## src/rtl/dap_pkg.sv

```systemverilog
package dap_pkg;
  typedef enum logic [1:0] {
    ST_IDLE   = 2'd0,
    ST_SETUP  = 2'd1,
    ST_ACCESS = 2'd2
  } apb_st_t;

  localparam logic [1:0] SEL_CTRL  = 2'd0;
  localparam logic [1:0] SEL_TADDR = 2'd1;
  localparam logic [1:0] SEL_DATA  = 2'd3;

  localparam int B_PROT_LO  = 28;
  localparam int B_SDEV     = 23;
  localparam int B_STICKY   = 18;
  localparam int B_ERRSTOP  = 17;
  localparam int B_ERRNPASS = 16;
  localparam int B_BUSY     = 7;
  localparam int B_DEV      = 6;
  localparam int B_INC_LO   = 4;

  localparam logic [2:0] PROT_RST  = 3'b011;
  localparam logic [2:0] SIZE_WORD = 3'b010;
  localparam logic [1:0] INC_SINGLE = 2'b01;
endpackage

```

## src/rtl/dap_regs.sv

```systemverilog
module dap_regs
  import dap_pkg::*;
#(
  parameter int AW = 32,
  parameter int DW = 32
) (
  input  logic          clk,
  input  logic          rst,
  input  logic          wr_ctrl,
  input  logic          wr_taddr,
  input  logic [DW-1:0] wdata,
  input  logic          xfer_done,
  input  logic          xfer_err,
  output logic [2:0]    prot,
  output logic          errstop,
  output logic          errnpass,
  output logic          sticky,
  output logic [1:0]    inc_mode,
  output logic [AW-1:0] taddr
);
  localparam logic [AW-1:0] STEP = AW'(DW / 8);

  always_ff @(posedge clk) begin
    if (rst) begin
      prot     <= PROT_RST;
      errstop  <= 1'b0;
      errnpass <= 1'b0;
      inc_mode <= 2'b00;
    end else if (wr_ctrl) begin
      prot     <= wdata[B_PROT_LO +: 3];
      errstop  <= wdata[B_ERRSTOP];
      errnpass <= wdata[B_ERRNPASS];
      inc_mode <= wdata[B_INC_LO +: 2];
    end
  end

  always_ff @(posedge clk) begin
    if (rst) begin
      sticky <= 1'b0;
    end else if (xfer_done && xfer_err) begin
      sticky <= 1'b1;
    end else if (wr_ctrl && wdata[B_STICKY]) begin
      sticky <= 1'b0;
    end
  end

  always_ff @(posedge clk) begin
    if (rst) begin
      taddr <= '0;
    end else if (wr_taddr) begin
      taddr <= wdata[AW-1:0];
    end else if (xfer_done && !xfer_err && inc_mode == INC_SINGLE) begin
      taddr <= taddr + STEP;
    end
  end
endmodule

```

## src/rtl/dap_gate.sv

```systemverilog
module dap_gate (
  input  logic       dbgen,
  input  logic       niden,
  input  logic       spiden,
  input  logic       spniden,
  input  logic [2:0] prot,
  input  logic       errstop,
  input  logic       sticky,
  output logic       dev_en,
  output logic       sdev_en,
  output logic       permit
);
  logic nonsecure;
  logic auth_ok;
  logic blocked;

  always_comb begin
    dev_en    = dbgen | niden;
    sdev_en   = spiden | spniden;
    nonsecure = prot[1];
    auth_ok   = dbgen && (spiden || nonsecure);
    blocked   = errstop && sticky;
    permit    = dev_en && (nonsecure || sdev_en) && auth_ok && !blocked;
  end
endmodule

```

## src/rtl/dap_apb_master.sv

```systemverilog
module dap_apb_master
  import dap_pkg::*;
#(
  parameter int AW = 32,
  parameter int DW = 32
) (
  input  logic          clk,
  input  logic          rst,
  input  logic          start,
  input  logic          start_write,
  input  logic [AW-1:0] start_addr,
  input  logic [DW-1:0] start_wdata,
  input  logic [2:0]    start_prot,
  output logic          psel,
  output logic          penable,
  output logic          pwrite,
  output logic [AW-1:0] paddr,
  output logic [DW-1:0] pwdata,
  output logic [2:0]    pprot,
  input  logic          pready,
  input  logic          pslverr,
  input  logic [DW-1:0] prdata,
  output logic          busy,
  output logic          done,
  output logic          done_err,
  output logic [DW-1:0] done_rdata
);
  apb_st_t state;

  always_ff @(posedge clk) begin
    if (rst) begin
      state  <= ST_IDLE;
      pwrite <= 1'b0;
      paddr  <= '0;
      pwdata <= '0;
      pprot  <= PROT_RST;
    end else begin
      case (state)
        ST_IDLE: begin
          if (start) begin
            state  <= ST_SETUP;
            pwrite <= start_write;
            paddr  <= start_addr;
            pwdata <= start_wdata;
            pprot  <= start_prot;
          end
        end
        ST_SETUP:  state <= ST_ACCESS;
        ST_ACCESS: if (pready) state <= ST_IDLE;
        default:   state <= ST_IDLE;
      endcase
    end
  end

  always_comb begin
    psel       = (state != ST_IDLE);
    penable    = (state == ST_ACCESS);
    busy       = psel;
    done       = (state == ST_ACCESS) && pready;
    done_err   = pslverr;
    done_rdata = pwrite ? '0 : prdata;
  end
endmodule

```

## src/rtl/dbg_apb_port.sv

```systemverilog
module dbg_apb_port
  import dap_pkg::*;
#(
  parameter int AW = 32,
  parameter int DW = 32
) (
  input  logic          clk,
  input  logic          rst,
  input  logic          dbgen,
  input  logic          niden,
  input  logic          spiden,
  input  logic          spniden,
  input  logic          req_valid,
  output logic          req_ready,
  input  logic          req_write,
  input  logic [1:0]    req_sel,
  input  logic [DW-1:0] req_wdata,
  output logic          resp_valid,
  output logic [DW-1:0] resp_rdata,
  output logic          resp_err,
  output logic          psel,
  output logic          penable,
  output logic          pwrite,
  output logic [AW-1:0] paddr,
  output logic [DW-1:0] pwdata,
  output logic [2:0]    pprot,
  input  logic [DW-1:0] prdata,
  input  logic          pready,
  input  logic          pslverr
);
  logic [2:0]    prot_q;
  logic          errstop_q, errnpass_q, sticky_q;
  logic [1:0]    inc_w;
  logic [AW-1:0] taddr_w;
  logic          dev_en, sdev_en, permit;
  logic          busy_w, done_w, doneerr_w;
  logic [DW-1:0] donerd_w;
  logic [DW-1:0] ctrl_word;
  logic          accept, is_data, start_xfer, refuse;
  logic          wr_ctrl, wr_taddr;

  always_comb begin
    req_ready  = !busy_w;
    accept     = req_valid && req_ready;
    is_data    = (req_sel == SEL_DATA);
    start_xfer = accept && is_data && permit;
    refuse     = accept && is_data && !permit;
    wr_ctrl    = accept && req_write && (req_sel == SEL_CTRL);
    wr_taddr   = accept && req_write && (req_sel == SEL_TADDR);
  end

  always_comb begin
    ctrl_word                  = '0;
    ctrl_word[B_PROT_LO +: 3]  = prot_q;
    ctrl_word[B_SDEV]          = sdev_en;
    ctrl_word[B_STICKY]        = sticky_q;
    ctrl_word[B_ERRSTOP]       = errstop_q;
    ctrl_word[B_ERRNPASS]      = errnpass_q;
    ctrl_word[B_BUSY]          = busy_w;
    ctrl_word[B_DEV]           = dev_en;
    ctrl_word[B_INC_LO +: 2]   = inc_w;
    ctrl_word[2:0]             = SIZE_WORD;
  end

  dap_regs #(.AW(AW), .DW(DW)) u_regs (
    .clk       (clk),
    .rst       (rst),
    .wr_ctrl   (wr_ctrl),
    .wr_taddr  (wr_taddr),
    .wdata     (req_wdata),
    .xfer_done (done_w),
    .xfer_err  (doneerr_w),
    .prot      (prot_q),
    .errstop   (errstop_q),
    .errnpass  (errnpass_q),
    .sticky    (sticky_q),
    .inc_mode  (inc_w),
    .taddr     (taddr_w)
  );

  dap_gate u_gate (
    .dbgen   (dbgen),
    .niden   (niden),
    .spiden  (spiden),
    .spniden (spniden),
    .prot    (prot_q),
    .errstop (errstop_q),
    .sticky  (sticky_q),
    .dev_en  (dev_en),
    .sdev_en (sdev_en),
    .permit  (permit)
  );

  dap_apb_master #(.AW(AW), .DW(DW)) u_apb (
    .clk         (clk),
    .rst         (rst),
    .start       (start_xfer),
    .start_write (req_write),
    .start_addr  (taddr_w),
    .start_wdata (req_wdata),
    .start_prot  (prot_q),
    .psel        (psel),
    .penable     (penable),
    .pwrite      (pwrite),
    .paddr       (paddr),
    .pwdata      (pwdata),
    .pprot       (pprot),
    .pready      (pready),
    .pslverr     (pslverr),
    .prdata      (prdata),
    .busy        (busy_w),
    .done        (done_w),
    .done_err    (doneerr_w),
    .done_rdata  (donerd_w)
  );

  always_ff @(posedge clk) begin
    if (rst) begin
      resp_valid <= 1'b0;
      resp_rdata <= '0;
      resp_err   <= 1'b0;
    end else begin
      resp_valid <= (accept && !start_xfer) || done_w;
      if (done_w) begin
        resp_rdata <= donerd_w;
        resp_err   <= doneerr_w && !errnpass_q;
      end else if (accept) begin
        resp_err <= refuse;
        if (req_write || is_data) resp_rdata <= '0;
        else if (req_sel == SEL_CTRL) resp_rdata <= ctrl_word;
        else if (req_sel == SEL_TADDR) resp_rdata <= DW'(taddr_w);
        else resp_rdata <= '0;
      end
    end
  end
endmodule

```

## config.mk

```make
export PLATFORM = sky130hd
export DESIGN_NAME = dbg_apb_port
export DESIGN_NICKNAME = d
export VERILOG_FILES = /design/src/rtl/dap_pkg.sv /design/src/rtl/dap_regs.sv /design/src/rtl/dap_gate.sv /design/src/rtl/dap_apb_master.sv /design/src/rtl/dbg_apb_port.sv
export SDC_FILE = /design/constraint.sdc
export NUM_CORES = 1
export LEC_CHECK = 0
export ABC_AREA = 1
export BUFFER_PORTS_ARGS = -buffer_cell sky130_fd_sc_hd__buf_2
export CAP_MARGIN = 10
export CORE_UTILIZATION = 55
export CTS_CLUSTER_DIAMETER = 200
export DETAILED_ROUTE_END_ITERATION = 12
export PLACE_DENSITY = 0.81
export SLEW_MARGIN = 5
export SYNTH_ARGS = -nofsm -noshare
export SYNTH_HDL_FRONTEND = slang
export SYNTH_HIERARCHICAL = 1
export SYNTH_SLANG_ARGS = --single-unit
```

## constraint.sdc

```tcl
create_clock -name clk -period 2.5 [get_ports clk]
set_input_delay 0.25 -clock clk [delete_from_list [all_inputs] [get_ports clk]]
set_output_delay 0.25 -clock clk [all_outputs]
set_load 0.02 [all_outputs]
```

==> results by group, run 1 <==
Outcome
  – Outcome: completed

GRT
  – Gr ovfl total: 0
  – Gr usage total: 0.322
  – Vias in the first global route: 7361
  – Initial antenna violation count: 1
  – First-pass GRT wire length: 37100 um
  – Largest net degree at the start of global routing: 136

Synth
  – Mapped Cells: about 1300
  – Synth Cell Area: roughly 0.0081 mm2
  – Ys async rst share: 0
  – Post-synth EDFFs: 0
  – Syn_area_per_cell: 6.34 um2
  – FF+latch count, synth: 144
  – Register area share after synthesis: 0.355
  – YS warnings: 6
  – Mapped Nets: roughly 1400
  – Main synth FF type: dfxtp_1
  – Netlist cell types: 43

Cells and area
  – Share of cells above drive strength 1: 0.213
  – P&R area growth vs syn: 18.0%
  – Register area: 0.00288 mm2
  – Commonest non-fill, non-tap cell in the layout: nand2_1
  – Fillers: 1300
  – Layout Cells excl Fill: approximately 1600
  – Fin util: 0.662
  – Most frequent cells in the layout: 303 x nand2_1, 195 x inv_1, 194 x nor2_1
  – Nets: 1503
  – Multi-input gate area: 0.00398 mm2

Detailed routing
  – Vias per inst: 5.28
  – Remaining DRCs: 0
  – Initial DRT Pass Iterations: 6
  – DRT antenna net count: 0
  – DR WL/cell: ~15 um
  – Starting DRT DRC Count: 955
  – Routed WL: approximately 25000 um
  – Vias post-DR: 8577

STA
  – Clk_skew: slightly above 0.007 ns
  – Finish-stage setup viols: 0
  – Max Clk Rate: around 470 MHz
  – Fin crit period: 2.13 ns
  – Hold slack final: about 0.077 ns
  – Worst Tran Pin Value: 0.685 ns
  – Fin crit share: 0.850
  – Worst slew margin: 0.543
  – Hold Fails Final Rpt: 0
  – Max-slew violation count: 0
  – RSZ-0062 raised after global routing: false
  – TNS Setup: 0 ns

Die
  – Die area: 0.0153 mm2
  – Die Y: 124 um
  – IO Count: 181
  – Core Rows: 44
  – Die width: 124 um
  – CORE AREA: between 0.01 and 0.015 mm2
  – Initial Utilization: 0.561

Run
  – Max_cap viols: 0

Pwr
  – Max IR drop VDD: between 0.4 and 0.5 mV
  – Psw: 0.00151 W
  – Sw Ratio: 0.264
  – Pleak: 4.52 nW
  – Int Pwr: about 0.0042 W
  – Power share of the clock group: 0.475
  – PwrDens: 596 mW/mm2
  – Overall power: ~0.0057 W
  – Reg power frac: 0.423
  – Logic pwr share: 0.103

Critical path
  – Critical path required time: 2.87 ns
  – Crit path launch type: flip-flop
  – Worst setup EP type: flip-flop
  – R2r worst-path depth: 9
  – Crit Path Max Fanout: 37
  – Reg2reg start: u_apb/state[1]$_SDFFE_PP0P_
  – Crit Path Class: reg2reg
  – R2r endpoint: resp_rdata[10]$_SDFFE_PP0P_
  – CP arrival: roughly 2.5 ns
  – Setup slack, reg-to-reg: about 0.37 ns

Place
  – DP HPWL: between 15000 and 20000 um
  – GPL Wtd Cong: around 0.99
  – Placed Instances: 1591
  – Port bufs: 180

Clock tree
  – Post-CTS Resized: 0
  – H-tree depth: 4
  – Cts bufs inserted: 17
  – CTS clk-pin slew, worst paths: 0.06 ns
  – Postcts setup bufs: 0
  – CTS tree: yes
  – Worst-Skew Late Latency: ~0.43 ns
  – CTS root buf: clkbuf_16
  – Hold_buf cts: 0
  – CTS max path bufs: 2
  – CTS sink cnt: 144

Worst hold path
  – HP Start: req_wdata[0]
  – Hold path depth: 3
  – Hold crit path type: in2reg
  – Hold Path Sink: u_regs/taddr[0]$_SDFFE_PP0P_
-- critical path, cell delays in order (launching register included) --
cell and delay (ns):
dfxtp_1 0.38, inv_1 0.10, nor3_2 0.23, buf_4 0.42, inv_2 0.30, nand2_1 0.19, nand2_1 0.11, nor2_2 0.19
nand2_1 0.08, nand2_1 0.07
-- power by group through the flow --
| stage | registers [W] | clock network, W | logic (W) |
|---|---|---|---|
| 2_1_floorplan | 0.00250 | 0 | 0.000355 |
| 3_3_place_gp | 0.00246 | 0 | 0.000570 |
| 3_5_place_dp | 0.00246 | 0 | 0.000577 |
| 4_1_cts | 0.00241 | 0.00273 | 0.000581 |
| 5_1_grt | 0.00242 | 0.00283 | 0.000648 |
| 6_report | 0.00241 | 0.00271 | 0.000587 |
-- state kept, by name (all words and copies together), names as in the netlist --
register / cells
u_regs/prot: 3
resp_rdata: 32
u_apb/pwdata: 32
u_regs/taddr: 32
u_apb/pwrite: 1
resp_valid: 1
resp_err: 1
u_regs/errnpass: 1
u_apb/paddr: 32
u_regs/sticky: 1
u_regs/errstop: 1
u_regs/inc_mode: 2
u_apb/pprot: 3
u_apb/state: 2
-- cell usage after synthesis, types with 3 or more instances --
cell type,n,area share
nand2_1,303,0.14
inv_1,195,0.090
nor2_1,194,0.090
dfxtp_1,144,0.35
nand3_1,133,0.082
a21oi_1,92,0.057
buf_2,27,0.017
nand2_2,23,0.018
a21oi_2,21,0.023
o21ai_0,21,0.013
clkbuf_1,19,0.0088
buf_6,14,0.019
o21ai_1,11,0.0068
nor3_1,10,0.0062
a31oi_1,8,0.0062
nor2_2,8,0.0062
buf_4,7,0.0065
inv_2,6,0.0028
nor2_4,5,0.0069
buf_1,3,0.0014
buf_8,3,0.0055
nand2_4,3,0.0042
o211ai_1,3,0.0028
-- worst max-delay path by stage --
| stage | endpoint | slack, ns | cells after the start | start |
|---|---|---|---|---|
| 2_1_floorplan | u_regs/taddr[18]$_SDFFE_PP0P_ | 0.15 | 14 | u_apb/state[0]$_SDFFE_PP0P_ |
| 5_1_grt | u_apb/pwdata[1]$_SDFFE_PP0P_ | 0.17 | 6 | u_apb/state[0]$_SDFFE_PP0P_ |
| 4_1_cts | resp_rdata[10]$_SDFFE_PP0P_ | 0.39 | 9 | u_apb/state[1]$_SDFFE_PP0P_ |
| 3_5_place_dp | resp_rdata[10]$_SDFFE_PP0P_ | 0.43 | 9 | u_apb/state[1]$_SDFFE_PP0P_ |
| 6_report | resp_rdata[10]$_SDFFE_PP0P_ | 0.37 | 9 | u_apb/state[1]$_SDFFE_PP0P_ |
| 3_3_place_gp | resp_rdata[10]$_SDFFE_PP0P_ | 0.47 | 9 | u_apb/state[1]$_SDFFE_PP0P_ |
-- cell families (layout without fill, tap and decap cells) --
logic type,after synthesis,count (layout),synth area share
AO/OA/AOI/OAI,163,163,0.115
XOR/XNOR,3,3,0.00324
adder cells (fa/ha/maj),1,1,0.00154
buffers and inverters,278,435,0.157
flip-flops,144,144,0.355
other,0,1,0
AND/OR/NAND/NOR,693,693,0.369
-- final cells by class --
cell class | count | share of cell area
Antenna cell | 1 | 0.000261
Clock buffer | 19 | 0.0473
Clock inverter | 13 | 0.0185
Inverter | 203 | 0.0795
Multi-Input combinational cell | 860 | 0.416
Sequential cell | 144 | 0.301
Tap cell | 184 | 0.0240
Timing Repair Buffer | 200 | 0.114
-- layer usage --
layer | up-vias | GRT usage | wire [um]
met5 | - | 0 | 0
met4 | 0 | 0.136 | 728
met3 | 61 | 0.0807 | 2390
met2 | 444 | 0.503 | 11300
met1 | 3833 | 0.421 | 10200
li1 | 4239 | - | -
-- per-stage QoR --
step / worst slack (ns) / cell area, um2
after detailed placement: 0.425 / 8950
final: 0.374 / 9580
after floorplan: 0.150 / 8120
after global placement: 0.468 / 8950
after global routing: 0.168 / 9580
after CTS: 0.386 / 9580
No activity file was read; power rests on OpenSTA's default activity.
==> run 2, diff against run 1 <==
CORE_UTILIZATION = 52   (was 55)
PLACE_DENSITY = 0.8   (was 0.81)
SYNTH_HIERARCHICAL = default   (was 1)
==> run 2 against run 1 <==
Effect of this change: final area shrank 17%; total power is 2.1% lower; synthesized cell count down 31%; largest cell class unchanged; hold slack improved by 0.0063 ns; highest routed layer unchanged; die area decreased by 17%; critical endpoint is now u_regs.taddr[27]$_SDFFE_PP0P_; worst setup slack improved by 0.28 ns; critical path depth down 1; routed wire length is 23% lower.
==> results by group, run 2 <==
Clock tree
  – CTS max path bufs: 2
  – CTS clk-pin slew, worst paths: 0.06 ns
  – Worst-Skew Late Latency: 0.43 ns
  – Postcts setup bufs: 0
  – CTS root buf: clkbuf_16
  – H-tree depth: 4
  – CTS sink cnt: 144
  – Hold_buf cts: 0
  – CTS tree: yes
  – Post-CTS Resized: 0
  – Cts bufs inserted: 17

Synth
  – Register area share after synthesis: 0.452
  – Syn_area_per_cell: 7.24 um2
  – Proportion of netlist area held by the largest area contributor: 0.452
  – YS warnings: 0
  – Netlist cell types: 34
  – Ys async rst share: 0
  – Post-synth EDFFs: 0
  – Area contributors post-synth: dfxtp_1 45%, o21ai_0 10%, a21oi_1 9.7%
  – Synth cell count leaders: 144 x dfxtp_1, 132 x nand2_1, 129 x o21ai_0
  – FF+latch count, synth: between 100 and 150
  – Mapped Nets: between 900 and 1000
  – Count leader, synth: dfxtp_1
  – Post-synth top area cell: dfxtp_1
  – Synth Cell Area: 0.00637 mm2
  – Main synth FF type: dfxtp_1
  – Mapped Cells: 880

Critical path
  – Reg2reg start: u_apb.state[0]$_SDFFE_PP0P_
  – Crit Path Max Fanout: 11
  – CP arrival: roughly 2.1 ns
  – CP max stage cell: dfxtp_1
  – Worst setup EP type: flip-flop
  – Crit path launch type: flip-flop
  – Critical path required time: 2.79 ns
  – Critical path origin: u_apb.state[0]$_SDFFE_PP0P_
  – Largest stage delay, worst path: approximately 0.45 ns
  – Worst Path Buf+Inv: 3
  – Worst path cell trace: nor2_4, nand2_4, inv_2, nand2_2, inv_1, buf_4, a21oi_1, nor2_1
  – Crit Path Class: reg2reg
  – Crit path max-delay family: buffers and inverters

Pwr
  – Power share of the clock group: 0.463
  – Max IR drop VDD: 0.406 mV
  – PwrDens: about 710 mW/mm2
  – Int Pwr: roughly 0.0042 W
  – Overall power: between 0.005 and 0.006 W
  – Psw: about 0.0014 W
  – Logic pwr share: 0.098
  – Reg power frac: 0.439
  – Pleak: 3.49 nW
  – Sw Ratio: 0.246

STA
  – Max-slew violation count: 0
  – Final WS setup: 0.657 ns
  – Hold slack final: 0.0830 ns
  – TNS Setup: 0 ns
  – Fin crit period: 1.84 ns
  – Max Clk Rate: 542 MHz
  – Hold Fails Final Rpt: 0
  – Clk_skew: 0.0120 ns
  – RSZ-0062 raised after global routing: false
  – Finish-stage setup viols: 0
  – Worst Tran Pin Value: approximately 0.63 ns
  – Fin crit share: 0.737
  – Worst slew margin: 0.579

Run
  – Max_cap viols: 0

Detailed routing
  – DR WL/cell: 15.9 um
  – Vias per inst: 5.50
  – Initial DRT Pass Iterations: 6
  – DRT antenna net count: 0
  – Routed WL: 19000 um
  – Starting DRT DRC Count: 547
  – Remaining DRCs: 0
  – Vias post-DR: about 6600

Place
  – DP HPWL: ~14000 um
  – Post-place setup slack: between 0.7 and 0.8 ns
  – GPL Wtd Cong: 0.936
  – Dpl cell area: 0.00730 mm2
  – Port bufs: 180

Cells and area
  – Final Instance Area: 0.00791 mm2
  – Fillers: between 1000 and 1500
  – Share of cells above drive strength 1: 0.236
  – Diodes inserted: 0
  – Register area: around 0.0029 mm2
  – P&R area growth vs syn: 24.1%
  – Most frequent cells in the layout: 180 x buf_2, 144 x dfxtp_1, 132 x nand2_1
  – Nets: 1117
  – Commonest non-fill, non-tap cell in the layout: buf_2
  – Multi-input gate area: 0.00294 mm2

Outcome
  – Outcome: completed

GRT
  – Gr ovfl total: 0
  – Initial antenna violation count: 0
  – First-pass GRT wire length: 30400 um
  – Gr usage total: 0.306
  – Largest net degree at the start of global routing: just over 80
  – Vias in the first global route: 5953

Die
  – Initial Utilization: 0.533
  – Core Rows: 40
  – Die width: between 100 and 150 um
  – IO Count: 181
  – CORE AREA: ~0.012 mm2
  – Die area: 0.0127 mm2
  – Die Y: 113 um

Worst hold path
  – HP Start: req_wdata[28]
  – Hold crit path type: in2reg
run 2: cell types whose count changed after synthesis, sizes merged, moves of 11 or more:
| cell | delta |
|---|---|
| nand3 | -108 |
| a21oi | +13 |
| nor2 | -71 |
| inv | -125 |
| nand2 | -190 |
| o22ai | +11 |
| buf | -32 |
| o21ai | +101 |
run 2: worst reg2reg max path, delay by kind of cell, from the launching register on:
family	cells	cell delay (ns)
compound gates	1	0.20
buf+inv	3	0.59
flops	1	0.45
simple gates	4	0.49
run 2: cells by family (layout without fill, tap and decap cells):
family,Yosys count,in the layout,synth area share
and+or+nand+nor,310,310,0.205
AOI/OAI and AO/OA,288,288,0.238
DFF,144,144,0.452
buffers and inverters,125,297,0.0860
xor gates and xnor gates,12,12,0.0165
adders and majority gates,1,1,0.00196
run 2: through the flow:
stage                     utilization  std cells
after floorplan                     -        880
after global placement          0.610       1168
after detailed placement        0.610       1168
after CTS                       0.661       1199
after global routing            0.661       1199
final                           0.661       1199
run 2: area by class of cell:
type,count,area share
multi-input cells,611,0.372
flip-flops and latches,144,0.365
repair buffers,189,0.127
clock buffers,21,0.0595
inverters,77,0.0366
well taps,147,0.0233
clock inverters,10,0.0171
run 2: per-layer routing:
metal,up-vias,wire length [um],global-route usage
li1,3226,-,-
met5,-,0,0
met4,0,356,0.120
met1,3037,8260,0.406
met3,31,1600,0.0627
met2,299,8840,0.491
run 2: final timing paths:
kind                                           to  slack, ns  cells past startpoint
setup reg to reg    u_regs.taddr[27]$_SDFFE_PP0P_       0.66                      8
hold / removal        u_regs.prot[0]$_SDFFE_PP1P_       0.08                      3
setup / recovery    u_regs.taddr[27]$_SDFFE_PP0P_       0.66                      8
hold reg to reg   u_regs.inc_mode[1]$_SDFFE_PP0P_       0.47                      2
run 2: power groups by stage:
stage	clock network, W	logic (W)	registers [W]
2_1_floorplan	0	0.000245	0.00258
3_3_place_gp	0	0.000536	0.00250
3_5_place_dp	0	0.000541	0.00250
4_1_cts	0.00261	0.000547	0.00245
5_1_grt	0.00272	0.000599	0.00246
6_report	0.00259	0.000549	0.00246
==> run 3, diff against run 2 <==
CORE_UTILIZATION = 47   (was 52)
PLACE_DENSITY = 0.76   (was 0.8)
clock period = 1.55 ns   (was 2.5 ns; I/O delays follow)
==> run 3 against run 2 <==
Effect of this change: flip-flop and latch count unchanged; worst setup slack got worse by 0.61 ns; non-clock buffer count increased by 103; final area increased by 16%; total power increased by 61%; routed wire length increased by 17%; clock power increased by 53%; first-iteration DRC count increased by 37%; critical path type unchanged.
==> results by group, run 3 (synthesized netlist as in run 2, its figures left out) <==
Outcome
  – Outcome: completed

Die
  – CORE AREA: 0.0132 mm2
  – Initial Utilization: 0.481
  – IO Count: 181
  – Die area: 0.0140 mm2
  – Die width: ~120 um
  – Core Rows: between 40 and 50
  – Die Y: 118 um

Pwr
  – Overall power: 0.00900 W
  – Pleak: between 4 and 5 nW
  – PwrDens: approximately 1000 mW/mm2
  – Max IR drop VDD: a little under 0.7 mV

Cells and area
  – Nets: 1221
  – Share of cells above drive strength 1: 0.313
  – P&R area growth vs syn: 43.7%
  – Diodes inserted: 0
  – Commonest non-fill, non-tap cell in the layout: buf_2
  – Fillers: 1109
  – Most frequent cells in the layout: 180 x buf_2, 129 x dfxtp_1, 125 x nand2_1

STA
  – Hold Fails Final Rpt: 0
  – Worst slew margin: 0.750
  – Max-slew violation count: 0
  – Worst Tran Pin Value: roughly 0.37 ns
  – Final WS setup: around 0.044 ns
  – Finish-stage setup viols: 0
  – Max Clk Rate: 664 MHz
  – RSZ-0062 raised after global routing: true
  – Fin crit period: 1.51 ns
  – Clk_skew: about 0.0085 ns
  – Fin crit share: 0.972

Critical path
  – Worst setup EP type: flip-flop
  – Critical path required time: 1.86 ns
  – Reg2reg start: u_apb.state[0]$_SDFFE_PP0P_
  – CP max stage cell: dfxtp_4
  – CP arrival: 1.82 ns
  – Critical path origin: u_apb.state[0]$_SDFFE_PP0P_
  – Worst path cell trace: nor2_4, buf_6, nand4_4, buf_4, clkbuf_16, o21ai_0, a21oi_1
  – Largest stage delay, worst path: 0.36 ns
  – Setup crit end: u_regs.taddr[10]$_SDFFE_PP0P_
  – Crit path launch type: flip-flop
  – Crit Path Class: reg2reg
  – Setup slack, reg-to-reg: 0.04 ns
  – R2r endpoint: u_regs.taddr[10]$_SDFFE_PP0P_
  – Crit Path Max Fanout: 5
  – R2r worst-path depth: 7

Place
  – Post-place setup slack: -0.0714 ns
  – GPL Wtd Cong: ~0.9
  – DP HPWL: 14500 um
  – Port bufs: 180

GRT
  – Gr ovfl total: 0
  – Vias in the first global route: 6689
  – Gr usage total: 0.307
  – Initial antenna violation count: 0
  – First-pass GRT wire length: 33500 um
  – Largest net degree at the start of global routing: 87

Clock tree
  – H-tree depth: 4
  – Cts bufs inserted: 17
  – Worst-Skew Late Latency: 0.43 ns
  – CTS root buf: clkbuf_16
  – CTS tree: yes
  – CTS clk-pin slew, worst paths: approximately 0.060 ns
  – CTS max path bufs: 2
  – CTS sink cnt: 144

Detailed routing
  – DR WL/cell: 16.6 um
  – Starting DRT DRC Count: 750
  – Routed WL: 22200 um
  – DRT antenna net count: 0
  – Remaining DRCs: 0
  – Vias per inst: 5.36
  – Vias post-DR: approximately 7000
  – Initial DRT Pass Iterations: 6

Worst hold path
  – Hold crit path type: in2reg

Run
  – Max_cap viols: 0
==> run 3: cell types whose count changed in the layout (fill, tap and decap cells not counted), moves of 7 or more <==
cell           change
nor2_1            -19
dfxtp_1           -15
nor2_2            +11
dfxtp_2           +13
buf_4             +50
dlygate4sd3_1     +37
nor2_4             +8
nand2_1            -7
==> run 3: per-stage QoR <==
step                setup TNS [ns]  area (um2)  utilization  hold slack [ns]  cells
finish                           0        9160        0.691          0.00909   1333
global route                -0.361        9160        0.691           0.0166   1333
CTS                              0        8820        0.666         0.000433   1320
detailed placement          -0.300        7810        0.590            0.401   1250
global placement           -0.0476        7810        0.590            0.396   1250
floorplan                        0        6370            -            0.281    880
==> run 3: cell type report <==
cell class / count / area [um2] / area share
well taps: 176 / 220 / 0.0241
flip-flops and latches: 144 / 2910 / 0.317
multi-input cells: 612 / 3100 / 0.338
inverters: 77 / 300 / 0.0328
clock buffers: 21 / 470 / 0.0514
repair buffers: 292 / 2060 / 0.225
clock inverters: 11 / 108 / 0.0118
==> run 3: worst min-delay path by stage <==
| stage | start | end | slack (ns) | cells after the start |
|---|---|---|---|---|
| after floorplan | req_wdata[28] | u_regs.prot[0]$_SDFFE_PP1P_ | 0.28 | 2 |
| after global placement | req_wdata[28] | u_regs.prot[0]$_SDFFE_PP1P_ | 0.40 | 3 |
| after detailed placement | req_wdata[28] | u_regs.prot[0]$_SDFFE_PP1P_ | 0.40 | 3 |
| after CTS | req_wdata[19] | u_apb.pwdata[19]$_SDFFE_PP0P_ | 0.0004 | 3 |
| after global routing | prdata[29] | resp_rdata[29]$_SDFFE_PP0P_ | 0.02 | 3 |
| final | req_wdata[13] | u_apb.pwdata[13]$_SDFFE_PP0P_ | 0.009 | 3 |
==> run 3: where the power goes <==
group | internal (W) | switching (W) | total [W]
Clock | 0.00234 | 0.00162 | 0.00396
Combinational | 0.000442 | 0.000649 | 0.00109
Sequential | 0.00385 | 0.0000930 | 0.00395
==> run 3: routing by layer <==
layer  GRT usage  vias to the layer above  share of wire
li1            -                     3447              -
met1       0.395                     3317           0.42
met2       0.502                      337           0.47
met3      0.0690                       42          0.087
met4       0.112                        0          0.025
met5           0                        -              0
==> run 3: what timing repair did <==
item | CTS | global route
endpoints found under the hold margin | 38 | 0
pin swaps | 0 | 11
cloned | 1 | 5
resized for setup | 11 | 65
buffers inserted | 0 | 8
setup endpoints to repair | 17 | 87
hold buffers | 37 | 0
==> run 3: critical path: cells and delay by family (launching register included) <==
| kind | cells | cell delay [ns] |
|---|---|---|
| buffers and inverters | 3 | 0.45 |
| DFF | 1 | 0.36 |
| and+or+nand+nor | 2 | 0.30 |
| AOI/OAI and AO/OA | 2 | 0.27 |
